==> config.mk <==
export PLATFORM = sky130hd
export DESIGN_NAME = pinbank_regs
export DESIGN_NICKNAME = d
export VERILOG_FILES = /design/src/rtl/pinbank_pkg.sv /design/src/rtl/pinbank_bitreg.sv /design/src/rtl/pinbank_modereg.sv /design/src/rtl/pinbank_sync.sv /design/src/rtl/pinbank_regs.sv
export SDC_FILE = /design/constraint.sdc
export NUM_CORES = 1
export LEC_CHECK = 0
export BUFFER_PORTS_ARGS = -buffer_cell sky130_fd_sc_hd__buf_2
export CAP_MARGIN = 20
export CORE_AREA = 2 2 150 262
export DETAILED_ROUTE_END_ITERATION = 6
export DIE_AREA = 0 0 152 264
export HOLD_SLACK_MARGIN = 0.1
export PLACE_DENSITY = 0.69
export SLEW_MARGIN = 15
export SYNTH_ARGS = -nofsm -noshare
export SYNTH_HDL_FRONTEND = slang
export SYNTH_SLANG_ARGS = --single-unit
==> constraint.sdc <==
create_clock -name clk -period 2 [get_ports clk]
set_input_delay 0 -clock clk [delete_from_list [all_inputs] [get_ports clk]]
set_output_delay 0 -clock clk [all_outputs]
set_load 0.02 [all_outputs]
==> src/rtl/pinbank_pkg.sv <==
package pinbank_pkg;

    localparam int PORT_BITS  = 16;
    localparam int WORD_W     = 32;
    localparam int MUX_W      = 3;
    localparam int MUX_FIELDS = 5;
    localparam int MASK_LSB   = 16;
    localparam int KIND_W     = 4;
    localparam int ALIAS_W    = 2;
    localparam int NUM_CTL    = 6;

    typedef enum logic [ALIAS_W-1:0] {
        AL_BASE = 2'd0,
        AL_SET  = 2'd1,
        AL_CLR  = 2'd2,
        AL_MASK = 2'd3
    } alias_e;

    typedef enum logic [KIND_W-1:0] {
        KD_DIR  = 4'd0,
        KD_DOUT = 4'd1,
        KD_IE   = 4'd2,
        KD_SMT  = 4'd3,
        KD_PEN  = 4'd4,
        KD_PUP  = 4'd5,
        KD_DIN  = 4'd6,
        KD_LVL  = 4'd7,
        KD_MODE = 4'd8
    } kind_e;

    function automatic int idx_width(int n);
        return (n > 1) ? $clog2(n) : 1;
    endfunction

    // next value of one control bit under a port-word write
    function automatic logic bit_next(logic cur, logic hit, alias_e al, logic b);
        logic n;
        n = cur;
        if (hit) begin
            unique case (al)
                AL_BASE: n = b;
                AL_SET:  n = cur | b;
                AL_CLR:  n = cur & ~b;
                default: n = cur;
            endcase
        end
        return n;
    endfunction

    // next value of one function-code field under a mode-word write
    function automatic logic [MUX_W-1:0] field_next(logic [MUX_W-1:0] cur, logic hit,
                                                    alias_e al, logic [MUX_W-1:0] val,
                                                    logic [MUX_W-1:0] msk);
        logic [MUX_W-1:0] n;
        n = cur;
        if (hit) begin
            unique case (al)
                AL_BASE: n = val;
                AL_SET:  n = cur | val;
                AL_CLR:  n = cur & ~val;
                default: n = (cur & ~msk) | (val & msk);
            endcase
        end
        return n;
    endfunction

endpackage

==> src/rtl/pinbank_bitreg.sv <==
module pinbank_bitreg
    import pinbank_pkg::*;
#(
    parameter int NUM_PINS = 32,
    parameter int IDX_W    = 3
) (
    input  logic                 clk,
    input  logic                 rst_n,
    input  logic                 wr_en,
    input  alias_e               wr_alias,
    input  logic [IDX_W-1:0]     wr_idx,
    input  logic [PORT_BITS-1:0] wr_bits,
    output logic [NUM_PINS-1:0]  q
);

    logic [NUM_PINS-1:0] q_nxt;

    for (genvar i = 0; i < NUM_PINS; i++) begin : g_pin
        localparam int PORT = i / PORT_BITS;
        localparam int LANE = i % PORT_BITS;
        logic hit;
        assign hit      = wr_en && (wr_idx == IDX_W'(PORT));
        assign q_nxt[i] = bit_next(q[i], hit, wr_alias, wr_bits[LANE]);
    end

    always_ff @(posedge clk or negedge rst_n) begin
        if (!rst_n) begin
            q <= '0;
        end else begin
            q <= q_nxt;
        end
    end

endmodule

==> src/rtl/pinbank_modereg.sv <==
module pinbank_modereg
    import pinbank_pkg::*;
#(
    parameter int NUM_PINS = 32,
    parameter int IDX_W    = 3
) (
    input  logic                                 clk,
    input  logic                                 rst_n,
    input  logic                                 wr_en,
    input  alias_e                               wr_alias,
    input  logic [IDX_W-1:0]                     wr_idx,
    input  logic [MASK_LSB+MUX_FIELDS*MUX_W-1:0] wr_data,
    output logic [NUM_PINS-1:0][MUX_W-1:0]       mode
);

    logic [NUM_PINS-1:0][MUX_W-1:0] mode_nxt;

    for (genvar i = 0; i < NUM_PINS; i++) begin : g_pin
        localparam int WORD = i / MUX_FIELDS;
        localparam int LSB  = (i % MUX_FIELDS) * MUX_W;
        logic hit;
        assign hit         = wr_en && (wr_idx == IDX_W'(WORD));
        assign mode_nxt[i] = field_next(mode[i], hit, wr_alias,
                                        wr_data[LSB +: MUX_W],
                                        wr_data[MASK_LSB + LSB +: MUX_W]);
    end

    always_ff @(posedge clk or negedge rst_n) begin
        if (!rst_n) begin
            mode <= '0;
        end else begin
            mode <= mode_nxt;
        end
    end

endmodule

==> src/rtl/pinbank_sync.sv <==
module pinbank_sync #(
    parameter int WIDTH = 32
) (
    input  logic             clk,
    input  logic             rst_n,
    input  logic [WIDTH-1:0] d,
    output logic [WIDTH-1:0] q
);

    logic [WIDTH-1:0] meta;

    always_ff @(posedge clk or negedge rst_n) begin
        if (!rst_n) begin
            meta <= '0;
            q    <= '0;
        end else begin
            meta <= d;
            q    <= meta;
        end
    end

endmodule

==> src/rtl/pinbank_regs.sv <==
module pinbank_regs
    import pinbank_pkg::*;
#(
    parameter  int NUM_PINS   = 32,
    localparam int NUM_PORTS  = (NUM_PINS + PORT_BITS - 1) / PORT_BITS,
    localparam int NUM_MWORDS = (NUM_PINS + MUX_FIELDS - 1) / MUX_FIELDS,
    localparam int IDX_W      = idx_width((NUM_PORTS > NUM_MWORDS) ? NUM_PORTS : NUM_MWORDS),
    localparam int ADDR_W     = KIND_W + IDX_W + ALIAS_W
) (
    input  logic                  clk,
    input  logic                  rst_n,
    input  logic [ADDR_W-1:0]     addr,
    input  logic                  wr_en,
    input  logic [WORD_W-1:0]     wdata,
    input  logic                  rd_en,
    output logic [WORD_W-1:0]     rd_data,
    output logic                  rd_valid,
    input  logic [NUM_PINS-1:0]   pin_in,
    output logic [NUM_PINS-1:0]   pin_out,
    output logic [NUM_PINS-1:0]   pin_oe,
    output logic [NUM_PINS-1:0]   pin_ie,
    output logic [NUM_PINS-1:0]   pin_smt,
    output logic [NUM_PINS-1:0]   pin_pull_en,
    output logic [NUM_PINS-1:0]   pin_pull_up,
    output logic [MUX_W*NUM_PINS-1:0] pin_mux
);

    // address fields
    logic [KIND_W-1:0] bus_kind;
    logic [IDX_W-1:0]  bus_idx;
    alias_e            bus_alias;

    assign bus_kind  = addr[ADDR_W-1 -: KIND_W];
    assign bus_idx   = addr[IDX_W+ALIAS_W-1 : ALIAS_W];
    assign bus_alias = alias_e'(addr[ALIAS_W-1:0]);

    logic unused_bits;
    assign unused_bits = wdata[WORD_W-1];

    // per-pin bit controls: one register per kind 0..NUM_CTL-1
    logic [NUM_PINS-1:0] ctl [NUM_CTL];

    for (genvar k = 0; k < NUM_CTL; k++) begin : g_ctl
        logic ctl_we;
        assign ctl_we = wr_en && (bus_kind == KIND_W'(k)) && (bus_alias != AL_MASK);
        pinbank_bitreg #(
            .NUM_PINS (NUM_PINS),
            .IDX_W    (IDX_W)
        ) u_bitreg (
            .clk      (clk),
            .rst_n    (rst_n),
            .wr_en    (ctl_we),
            .wr_alias (bus_alias),
            .wr_idx   (bus_idx),
            .wr_bits  (wdata[PORT_BITS-1:0]),
            .q        (ctl[k])
        );
    end

    // function codes
    logic [NUM_PINS-1:0][MUX_W-1:0] mode;
    logic                           mode_we;

    assign mode_we = wr_en && (bus_kind == KD_MODE);

    pinbank_modereg #(
        .NUM_PINS (NUM_PINS),
        .IDX_W    (IDX_W)
    ) u_modereg (
        .clk      (clk),
        .rst_n    (rst_n),
        .wr_en    (mode_we),
        .wr_alias (bus_alias),
        .wr_idx   (bus_idx),
        .wr_data  (wdata[MASK_LSB+MUX_FIELDS*MUX_W-1:0]),
        .mode     (mode)
    );

    // input synchronizer and level view
    logic [NUM_PINS-1:0] din_s;
    logic [NUM_PINS-1:0] level;

    pinbank_sync #(
        .WIDTH (NUM_PINS)
    ) u_sync (
        .clk   (clk),
        .rst_n (rst_n),
        .d     (pin_in),
        .q     (din_s)
    );

    assign level = (ctl[0] & ctl[1]) | (~ctl[0] & din_s);

    // pad outputs
    assign pin_oe      = ctl[0];
    assign pin_out     = ctl[1];
    assign pin_ie      = ctl[2];
    assign pin_smt     = ctl[3];
    assign pin_pull_en = ctl[4];
    assign pin_pull_up = ctl[5];

    for (genvar i = 0; i < NUM_PINS; i++) begin : g_mux_out
        assign pin_mux[MUX_W*i +: MUX_W] = mode[i];
    end

    // read path: pick the source vector for port-shaped kinds
    logic [NUM_PINS-1:0] port_src;

    always_comb begin
        port_src = '0;
        for (int k = 0; k < NUM_CTL; k++) begin
            if (bus_kind == KIND_W'(k)) begin
                port_src = ctl[k];
            end
        end
        if (bus_kind == KD_DIN) begin
            port_src = din_s;
        end
        if (bus_kind == KD_LVL) begin
            port_src = level;
        end
    end

    // port words, OR-accumulated by index match
    logic [NUM_PORTS:0][WORD_W-1:0] port_acc;
    assign port_acc[0] = '0;

    for (genvar p = 0; p < NUM_PORTS; p++) begin : g_pword
        logic [WORD_W-1:0] pw;
        for (genvar b = 0; b < PORT_BITS; b++) begin : g_lane
            localparam int PIN = p * PORT_BITS + b;
            if (PIN < NUM_PINS) begin : g_real
                assign pw[b] = port_src[PIN];
            end else begin : g_pad
                assign pw[b] = 1'b0;
            end
        end
        assign pw[WORD_W-1:PORT_BITS] = '0;
        assign port_acc[p+1] = port_acc[p] | ((bus_idx == IDX_W'(p)) ? pw : '0);
    end

    // function-code words
    logic [NUM_MWORDS:0][WORD_W-1:0] mode_acc;
    assign mode_acc[0] = '0;

    for (genvar w = 0; w < NUM_MWORDS; w++) begin : g_mword
        logic [WORD_W-1:0] mw;
        for (genvar f = 0; f < MUX_FIELDS; f++) begin : g_field
            localparam int PIN = w * MUX_FIELDS + f;
            if (PIN < NUM_PINS) begin : g_real
                assign mw[f*MUX_W +: MUX_W] = mode[PIN];
            end else begin : g_pad
                assign mw[f*MUX_W +: MUX_W] = '0;
            end
        end
        assign mw[WORD_W-1:MUX_FIELDS*MUX_W] = '0;
        assign mode_acc[w+1] = mode_acc[w] | ((bus_idx == IDX_W'(w)) ? mw : '0);
    end

    logic [WORD_W-1:0] rd_word;

    always_comb begin
        if (bus_kind == KD_MODE) begin
            rd_word = mode_acc[NUM_MWORDS];
        end else if (bus_kind <= KD_LVL) begin
            rd_word = port_acc[NUM_PORTS];
        end else begin
            rd_word = '0;
        end
    end

    always_ff @(posedge clk or negedge rst_n) begin
        if (!rst_n) begin
            rd_data  <= '0;
            rd_valid <= 1'b0;
        end else begin
            rd_valid <= rd_en;
            if (rd_en) begin
                rd_data <= rd_word;
            end
        end
    end

endmodule

Word-level counts from Yosys, hierarchy flattened
Index checks and enable logic that the tools add are counted.

word-level totals
  bits in registers = 385
  output and inout port bits = 321

operators by class
  reductions and logical operators = 48
  equal/unequal tests = 17
  bitwise logic cells = 554
  mux-type cells = 243
  order comparisons = 1

operators with widths
  kind                  number
  $pmux W1 S3           192
  $pmux W3 S3           32
  $mux W32              8
  $and A3 B3 Y3         69
  $and A1 B1 Y1         192
  $or A1 B1 Y1          192
  $or A3 B3 Y3          64
  $mux W15              6
  $or A15 B15 Y15       5
  $and A32 B32 Y32      2
  $mux W16              4
  $logic_and A1 B1 Y1   32
  $not A32 Y32          1
  $or A32 B32 Y32       1
  $not A3 Y3            10
  $reduce_and A2 Y1     12
  $eq A4 B3 Y1 const B  4
  $not A1 Y1            16
  $or A16 B16 Y16       1
  $or A15 B6 Y15        1
  $eq A3 B3 Y1 const B  3
  $eq A4 B2 Y1 const B  2
  $eq A3 B2 Y1 const B  2
  $mux W6               1
  11 further kinds      11

Longest topological paths before layout
Gate-level depths: netlist of run 1.

  depth in word-level cells = 13
  depth in mapped cells = 9
  mapped depth without buffers = 7

Modules after synthesis
From an unflattened synthesis of run 1, not the netlist that was laid out.

unflattened totals
  cells, all modules = 2,308
  area, all modules = 22,261.4 sq um

modules (own cells, without submodules)
  module           area each (sq um)  cells each  times used
  pinbank_bitreg   1,632.8            167         6
  pinbank_modereg  6,129.6            670         1
  pinbank_regs     4,733.3            572         1
  pinbank_sync     1,601.5            64          1

Worst setup path before layout of run 1
Ideal clock, no wire load.

  path type = input port to flip-flop
  start = input port addr[6]
  end = register (tool-made name)
  arrival = 1.502 ns
  cell stages on the path = 8
  setup slack = 0.368 ns
  library setup time = 0.130 ns
  required time = 1.870 ns
  path through = buf_2 > nor4b_4 > nand2_1 > or3_1 > buf_2 > nor2_4 > buf_6 > a221oi_2

RTL lines
  item             line                text
  start, declared  pinbank_regs.sv:12  input logic [ADDR_W-1:0] addr,

==> results of run 1 <==
through the flow:
| step | power [uW] | cell area [sq um] | worst slack, ps | util | hold slack, ps |
|---|---|---|---|---|---|
| after floorplan | 9550 | 18500 | 368 | - | -296 |
| after global placement | 10600 | 21600 | 57.3 | 0.566 | -62.3 |
| after detailed placement | 10600 | 21600 | 44.8 | 0.566 | -64.6 |
| after CTS | 17600 | 23700 | 130 | 0.622 | 127 |
| after global routing | 18100 | 23800 | 31.3 | 0.623 | 146 |
| final | 17600 | 23800 | 123 | 0.623 | 153 |
cells by family (layout without fill, tap and decap cells):
group | count (synthesis) | in the layout | share of synthesized area
AO/OA/AOI/OAI | 899 | 899 | 0.295
flip-flops | 369 | 369 | 0.500
AND/OR/NAND/NOR | 244 | 244 | 0.0668
buffers and inverters | 207 | 697 | 0.0507
multiplexers | 113 | 113 | 0.0840
adder cells (fa/ha/maj) | 5 | 5 | 0.00339
other | 1 | 19 | 0.000203
layer usage:
metal | global-route usage | vias up | share of wire
met3 | 0.0656 | 395 | 0.094
li1 | - | 7884 | -
met2 | 0.587 | 1269 | 0.48
met5 | 0 | - | 0
met4 | 0.261 | 0 | 0.084
met1 | 0.431 | 8978 | 0.35
Yosys cell counts (all sizes together) (4+ instances only):
cell type and n:
a22oi 24, o211ai 17, o2111ai 5, buf 77
nand2 81, nor3 9, nand3 14, a2bb2oi 6
mux4 31, a221oi 111, o22ai 24, o221ai 5
a2111oi 4, a31o 30, ha 5, nand2b 37
o21ai 123, dfrtp 369, a21oi 527, nor2b 8
inv 30, clkbuf 100, or3 5, nor2 69
mux2i 56, mux2 26
critical path: stages:
cell	delay (ps)
dlygate4sd3_1	550
buf_4	170
nor4b_4	480
and2_2	330
nand2_1	100
buf_4	240
o21ai_0	250
a221oi_1	130
placed cells by master, fill, tap and decap left out, drive strengths merged, types with 5 or more instances in the layout:
cell type    instances
a21oi              527
a221oi             111
a22oi               24
a2bb2oi              6
a31o                30
buf                509
clkbuf              52
conb                16
dfrtp              369
dlygate4sd3         98
ha                   5
inv                 31
mux2                26
mux2i               56
mux4                31
nand2               81
nand2b              37
nand3               14
nor2                69
nor2b                8
nor3                 9
o2111ai              5
o211ai              17
o21ai              123
o221ai               5
o22ai               24
or3                  5
cell type report:
class / count / area [sq um]
antenna: 3 / 7.51
timing repair buffer: 607 / 4260
clock buffer: 52 / 1020
tap: 485 / 607
multi-input combinational: 1277 / 8420
sequential: 369 / 9230
inverter: 30 / 116
fill: 3195 / 14400
clock inverter: 8 / 123
where the power goes:
group / leakage, uW / total, uW / internal, uW / switching [uW]
Combinational: 0.00564 / 2670 / 922 / 1740
Sequential: 0.00496 / 8070 / 7760 / 309
Clock: 0.000556 / 6870 / 3830 / 3040
timing repair:
action	4_1_cts	5_1_grt
buffers inserted	0	4
hold endpoints to repair	704	0
resized for setup	0	2
endpoints found under the setup margin	0	7
hold buffers	99	0
final timing paths:
| kind | to | slack [ps] | startpoint | depth (start not counted) |
|---|---|---|---|---|
| min in group asynchronous | g_ctl[0].u_bitreg.q[1]$_DFFE_PN0P_ | 620 | rst_n | 4 |
| min reg2reg | u_sync.q[5]$_DFF_PN0_ | 350 | u_sync.meta[5]$_DFF_PN0_ | 0 |
| max reg2reg | rd_data[2]$_DFFE_PN0P_ | 200 | flip-flop | 4 |
| max | flip-flop | 120 | addr[5] | 8 |
| min | u_sync.meta[0]$_DFF_PN0_ | 150 | pin_in[0] | 2 |
| max in group asynchronous | u_sync.q[10]$_DFF_PN0_ | 910 | rst_n | 4 |
==> impl_metrics.py, run 1 <==
metrics = {
    "outcome": {
        "outcome": "complete, but fails checks",
        "violations": "DRC",
    },
    "sta": {
        "fin_setup_tns_ps": 0,
        "drv_slew": 0,
        "finalHoldViolCount": 0,
        "fin_crit_sh": 0.939,
        "fin_crit_ps": 1880,
        "max_freq_mhz": 533,
        "worst_pin_slew_ps": 572,
        "rsz0062_at_grt": "no",
        "slew_headroom": 0.613,
        "fin_skew_ps": 16.5,
        "setup_viol": 0,
    },
    "floorplan": {
        "fp.dieH_um": 264,
        "die_x_um": 152,
        "die_area_sq_um": 40100,
        "rows": 95,
        "core_area_sq_um": 38200,
        "start_util": 0.484,
        "pin_count": 398,
    },
    "clock_tree": {
        "cts_tree": "done",
        "clock_latency_ps": 560,
        "cts_buffers": 36,
        "root_buffer": "clkbuf_16",
        "cts_num_sinks": 369,
        "clockBufferDepth": 3,
        "clk_pin_slew_worst_paths_ps": 60,
        "htree_levels": 2,
    },
    "place": {
        "dp.cells": 2665,
        "port-buffer-count": 380,
        "globalplace.congestion": 0.982,
        "dp_hpwl_um": 52200,
    },
    "detailed_routing": {
        "detail-route-antenna-nets": 0,
        "wire_per_inst_um": 26.4,
        "via_count": 18500,
        "firstDrtPassIters": 7,
        "drtIter0Drc": 1688,
        "drc": 1,
        "vias_per_cell": 6.54,
        "drt-total-wl_um": 74600,
    },
    "worst_setup_path": {
        "required_ps": 2400,
        "cp-start-kind": "input port",
        "end_kind": "flip-flop",
        "cp_max_fo": 15,
        "worstSetupPathType": "in -> reg",
        "worstPathArrival_ps": 2280,
    },
    "synthesis": {
        "synthTopCellsByArea": "dfrtp_1 (50%), a21oi_1 (14%), a221oi_1 (4.3%)",
        "synth_cell_type_count": 64,
        "synth_edf_count": 0,
        "yosys_warnings": 0,
        "syn_area_per_cell_sq_um": 10.0,
        "ys_async_sr_fraction": 1.00,
        "ys_seq_elements": 369,
        "yosysSeqAreaShare": 0.500,
        "yosysTopAreaCellShare": 0.500,
        "synth_area_sq_um": 18500,
        "syn_inst": 1838,
        "synth_largest_area_cell": "dfrtp_1",
        "synthFlopType": "dfrtp_1",
    },
    "cells_and_area": {
        "finalNonFillerCells": 2831,
        "drive_gt1_frac": 0.297,
        "num-nets-final": 2403,
        "area_growth_pct": 28.8,
    },
    "global_route": {
        "gr-total-overflow": 0,
        "grt_max_degree": 85,
        "antenna_found_initial": 3,
        "grt_pass1_wl_um": 111000,
        "grt_usage": 0.361,
        "first_global_vias": 18300,
    },
    "hold_path": {
        "hp-class": "in -> reg",
    },
    "power": {
        "irDropWorstVdd_mv": 0.758,
        "p_leak_uw": 0.0112,
        "power.density_nw_per_um2": 740,
    },
    "job": {
        "max_cap_violations": 0,
    },
}
No activity file was read; power rests on OpenSTA's default activity.
==> run 2, diff against run 1 <==
--- a/config.mk
+++ b/config.mk
@@ -5,11 +5,13 @@
 export SDC_FILE = /design/constraint.sdc
 export NUM_CORES = 1
 export LEC_CHECK = 0
+export ABC_AREA = 1
 export BUFFER_PORTS_ARGS = -buffer_cell sky130_fd_sc_hd__buf_2
 export CAP_MARGIN = 20
-export CORE_AREA = 2 2 150 262
+export CORE_AREA = 2 2 152 265
+export CTS_CLUSTER_DIAMETER = 60
 export DETAILED_ROUTE_END_ITERATION = 6
-export DIE_AREA = 0 0 152 264
+export DIE_AREA = 0 0 154 267
 export HOLD_SLACK_MARGIN = 0.1
 export PLACE_DENSITY = 0.69
 export SLEW_MARGIN = 15
==> run 2 against run 1 <==
  * The run now ends clean
  * First-iteration DRC count increased by 4.7%
  * Critical path depth increased by 2
  * Highest routed layer unchanged
  * Via count increased by 6.3%
  * Combinational power increased by 30%
  * Design area increased by 1.5%
  * Global-route usage increased by 0.42 points
  * Worst setup slack improved by 31 ps
  * Die area increased by 2.5%
  * Largest cell class unchanged
  * Clock power increased by 7.1%
  * Cell count increased by 20%
==> impl_metrics.py, run 2 <==
metrics = {
    "sta": {
        "fin_crit_sh": 0.923,
        "drv_slew": 0,
        "finalHoldViolCount": 0,
        "max_freq_mhz": 542,
        "fin_skew_ps": 12.2,
        "hold_ws_ps": 107,
        "worst_pin_slew_ps": 870,
        "fin_crit_ps": 1850,
        "setup_viol": 0,
        "slew_headroom": 0.419,
        "fin_setup_tns_ps": 0,
        "rsz0062_at_grt": "no",
    },
    "power": {
        "irDropWorstVdd_mv": 0.629,
        "p_comb_frac": 0.180,
        "clockPowerShare": 0.380,
        "p_switching_uw": 5950,
        "power.density_nw_per_um2": 804,
        "switching_share": 0.307,
        "p_seq_frac": 0.441,
        "p_leak_uw": 0.0125,
        "p_int_uw": 13400,
    },
    "place": {
        "port-buffer-count": 380,
        "dp_hpwl_um": 54800,
        "placed_area_sq_um": 21800,
        "globalplace.congestion": 0.962,
    },
    "global_route": {
        "grt_usage": 0.365,
        "first_global_vias": 19300,
        "antenna_found_initial": 3,
        "grt_max_degree": 67,
        "gr-total-overflow": 0,
        "grt_pass1_wl_um": 115000,
    },
    "clock_tree": {
        "clockBufferDepth": 3,
        "cts_num_sinks": 369,
        "clock_latency_ps": 550,
        "cts_tree": "done",
        "cts_buffers": 38,
        "clk_pin_slew_worst_paths_ps": 60,
        "htree_levels": 2,
        "root_buffer": "clkbuf_16",
    },
    "detailed_routing": {
        "via_count": 19700,
        "firstDrtPassIters": 6,
        "drtIter0Drc": 1768,
        "detail-route-antenna-nets": 0,
        "wire_per_inst_um": 22.2,
        "drt-total-wl_um": 75600,
        "drc": 0,
        "vias_per_cell": 5.79,
    },
    "cells_and_area": {
        "drive_gt1_frac": 0.208,
        "area_growth_pct": 27.8,
        "num-nets-final": 2964,
        "multiInputGateArea_sq_um": 8270,
        "fillers": 3504,
        "mostFrequentLayoutCell": "nand2_1",
        "stdcell_area_sq_um": 24100,
        "register_area_sq_um": 9230,
        "most-common-layout-cells": "nand2_1 (537), buf_2 (379), dfrtp_1 (369)",
    },
    "synthesis": {
        "ys_async_sr_fraction": 1.00,
        "synth_common_cells": "nand2_1 (537), dfrtp_1 (369), nor2_1 (323)",
        "syn_inst": 2384,
        "synth_largest_area_cell": "dfrtp_1",
        "synth_area_sq_um": 18900,
        "synth.most_common_cell": "nand2_1",
        "synthFlopType": "dfrtp_1",
        "ys_seq_elements": 369,
        "syn_area_per_cell_sq_um": 7.92,
        "synth_edf_count": 0,
        "yosys_warnings": 0,
        "yosysTopAreaCellShare": 0.489,
        "synthTopCellsByArea": "dfrtp_1 (49%), nand2_1 (11%), nor2_1 (6.4%)",
        "yosysSeqAreaShare": 0.489,
        "synth_cell_type_count": 36,
    },
    "worst_setup_path": {
        "crit_slowest_cell": "dlygate4sd3_1",
        "worstPathArrival_ps": 2280,
        "cp_num_buf_inv": 5,
        "end_kind": "flip-flop",
        "cp_max_fo": 11,
        "cp-start-kind": "input port",
        "required_ps": 2430,
        "critPathMaxStageDelay_ps": 570,
        "cpLargestDelayFamily": "buffers and inverters",
        "crit_chain": "dlygate4sd3_1 -> buf_2 -> nand2_2 -> inv_1 -> nand2_1 -> buf_4 -> nor2_1 -> nand2_1 -> o21ai_0 -> dlygate4sd3_1",
        "worstSetupPathType": "in -> reg",
    },
    "floorplan": {
        "core_area_sq_um": 39000,
        "die_x_um": 154,
        "rows": 96,
        "die_area_sq_um": 41100,
        "pin_count": 398,
        "fp.dieH_um": 267,
        "start_util": 0.484,
    },
    "job": {
        "max_cap_violations": 0,
    },
    "outcome": {
        "outcome": "finished clean",
    },
    "hold_path": {
        "hp-class": "in -> reg",
    },
}
## run 2: final timing paths
kind,start,end,slack [ps],depth (start not counted)
worst max-delay path,wr_en,flip-flop,150,10
worst min-delay path,pin_in[28],u_sync.meta[28]$_DFF_PN0_,110,2
worst max register to register,g_ctl[1].u_bitreg.q[31]$_DFFE_PN0P_,rd_data[15]$_DFFE_PN0P_,480,10
worst min register to register,u_sync.meta[20]$_DFF_PN0_,u_sync.q[20]$_DFF_PN0_,350,0
max in group asynchronous,rst_n,u_sync.meta[13]$_DFF_PN0_,1480,3
min in group asynchronous,rst_n,rd_data[15]$_DFFE_PN0P_,130,3
## run 2: power by group through the flow
stage / combinational [uW] / sequential [uW] / clock [uW]
after detailed placement: 3260 / 8660 / 0
after floorplan: 1280 / 9080 / 0
after CTS: 3440 / 8530 / 7430
after global routing: 3770 / 8600 / 7730
after global placement: 3210 / 8650 / 0
final: 3480 / 8550 / 7360
## run 2: cells by family after synthesis
| group | share of synthesized area |
|---|---|
| simple gates | 0.236 |
| compound gates | 0.193 |
| flops | 0.489 |
| buf+inv | 0.0773 |
| fa+ha+maj | 0.00331 |
| mux | 0.00119 |
| other cells | 0.000199 |
## run 2: layout make-up
class	count	area share
flip-flops and latches	369	0.383
multi-input cells	1666	0.343
repair buffers	589	0.163
clock buffers	58	0.0485
inverters	218	0.0341
well taps	490	0.0254
clock inverters	7	0.00373
diodes	3	0.000311
## run 2: repair_timing
action,4_1_cts,5_1_grt
gates resized for setup,0,1
hold endpoints to repair,685,0
hold buffers,100,0
buffers inserted,0,3
setup endpoints to repair,0,3
## run 2: per-stage QoR
step / utilization / cells / worst slack [ps] / power [uW]
finish: 0.618 / 3400 / 154 / 19400
CTS: 0.618 / 3395 / 144 / 19400
floorplan: - / 2399 / 482 / 10400
detailed placement: 0.559 / 3230 / 165 / 11900
global route: 0.618 / 3399 / 14.6 / 20100
global placement: 0.559 / 3230 / 249 / 11900
## run 2: routing by layer
metal / up-vias / routed length [um] / track usage
li1: 8969 / - / -
met2: 1185 / 35900 / 0.598
met5: - / 0 / 0
met3: 266 / 7230 / 0.0747
met1: 9272 / 27300 / 0.440
met4: 0 / 5200 / 0.229
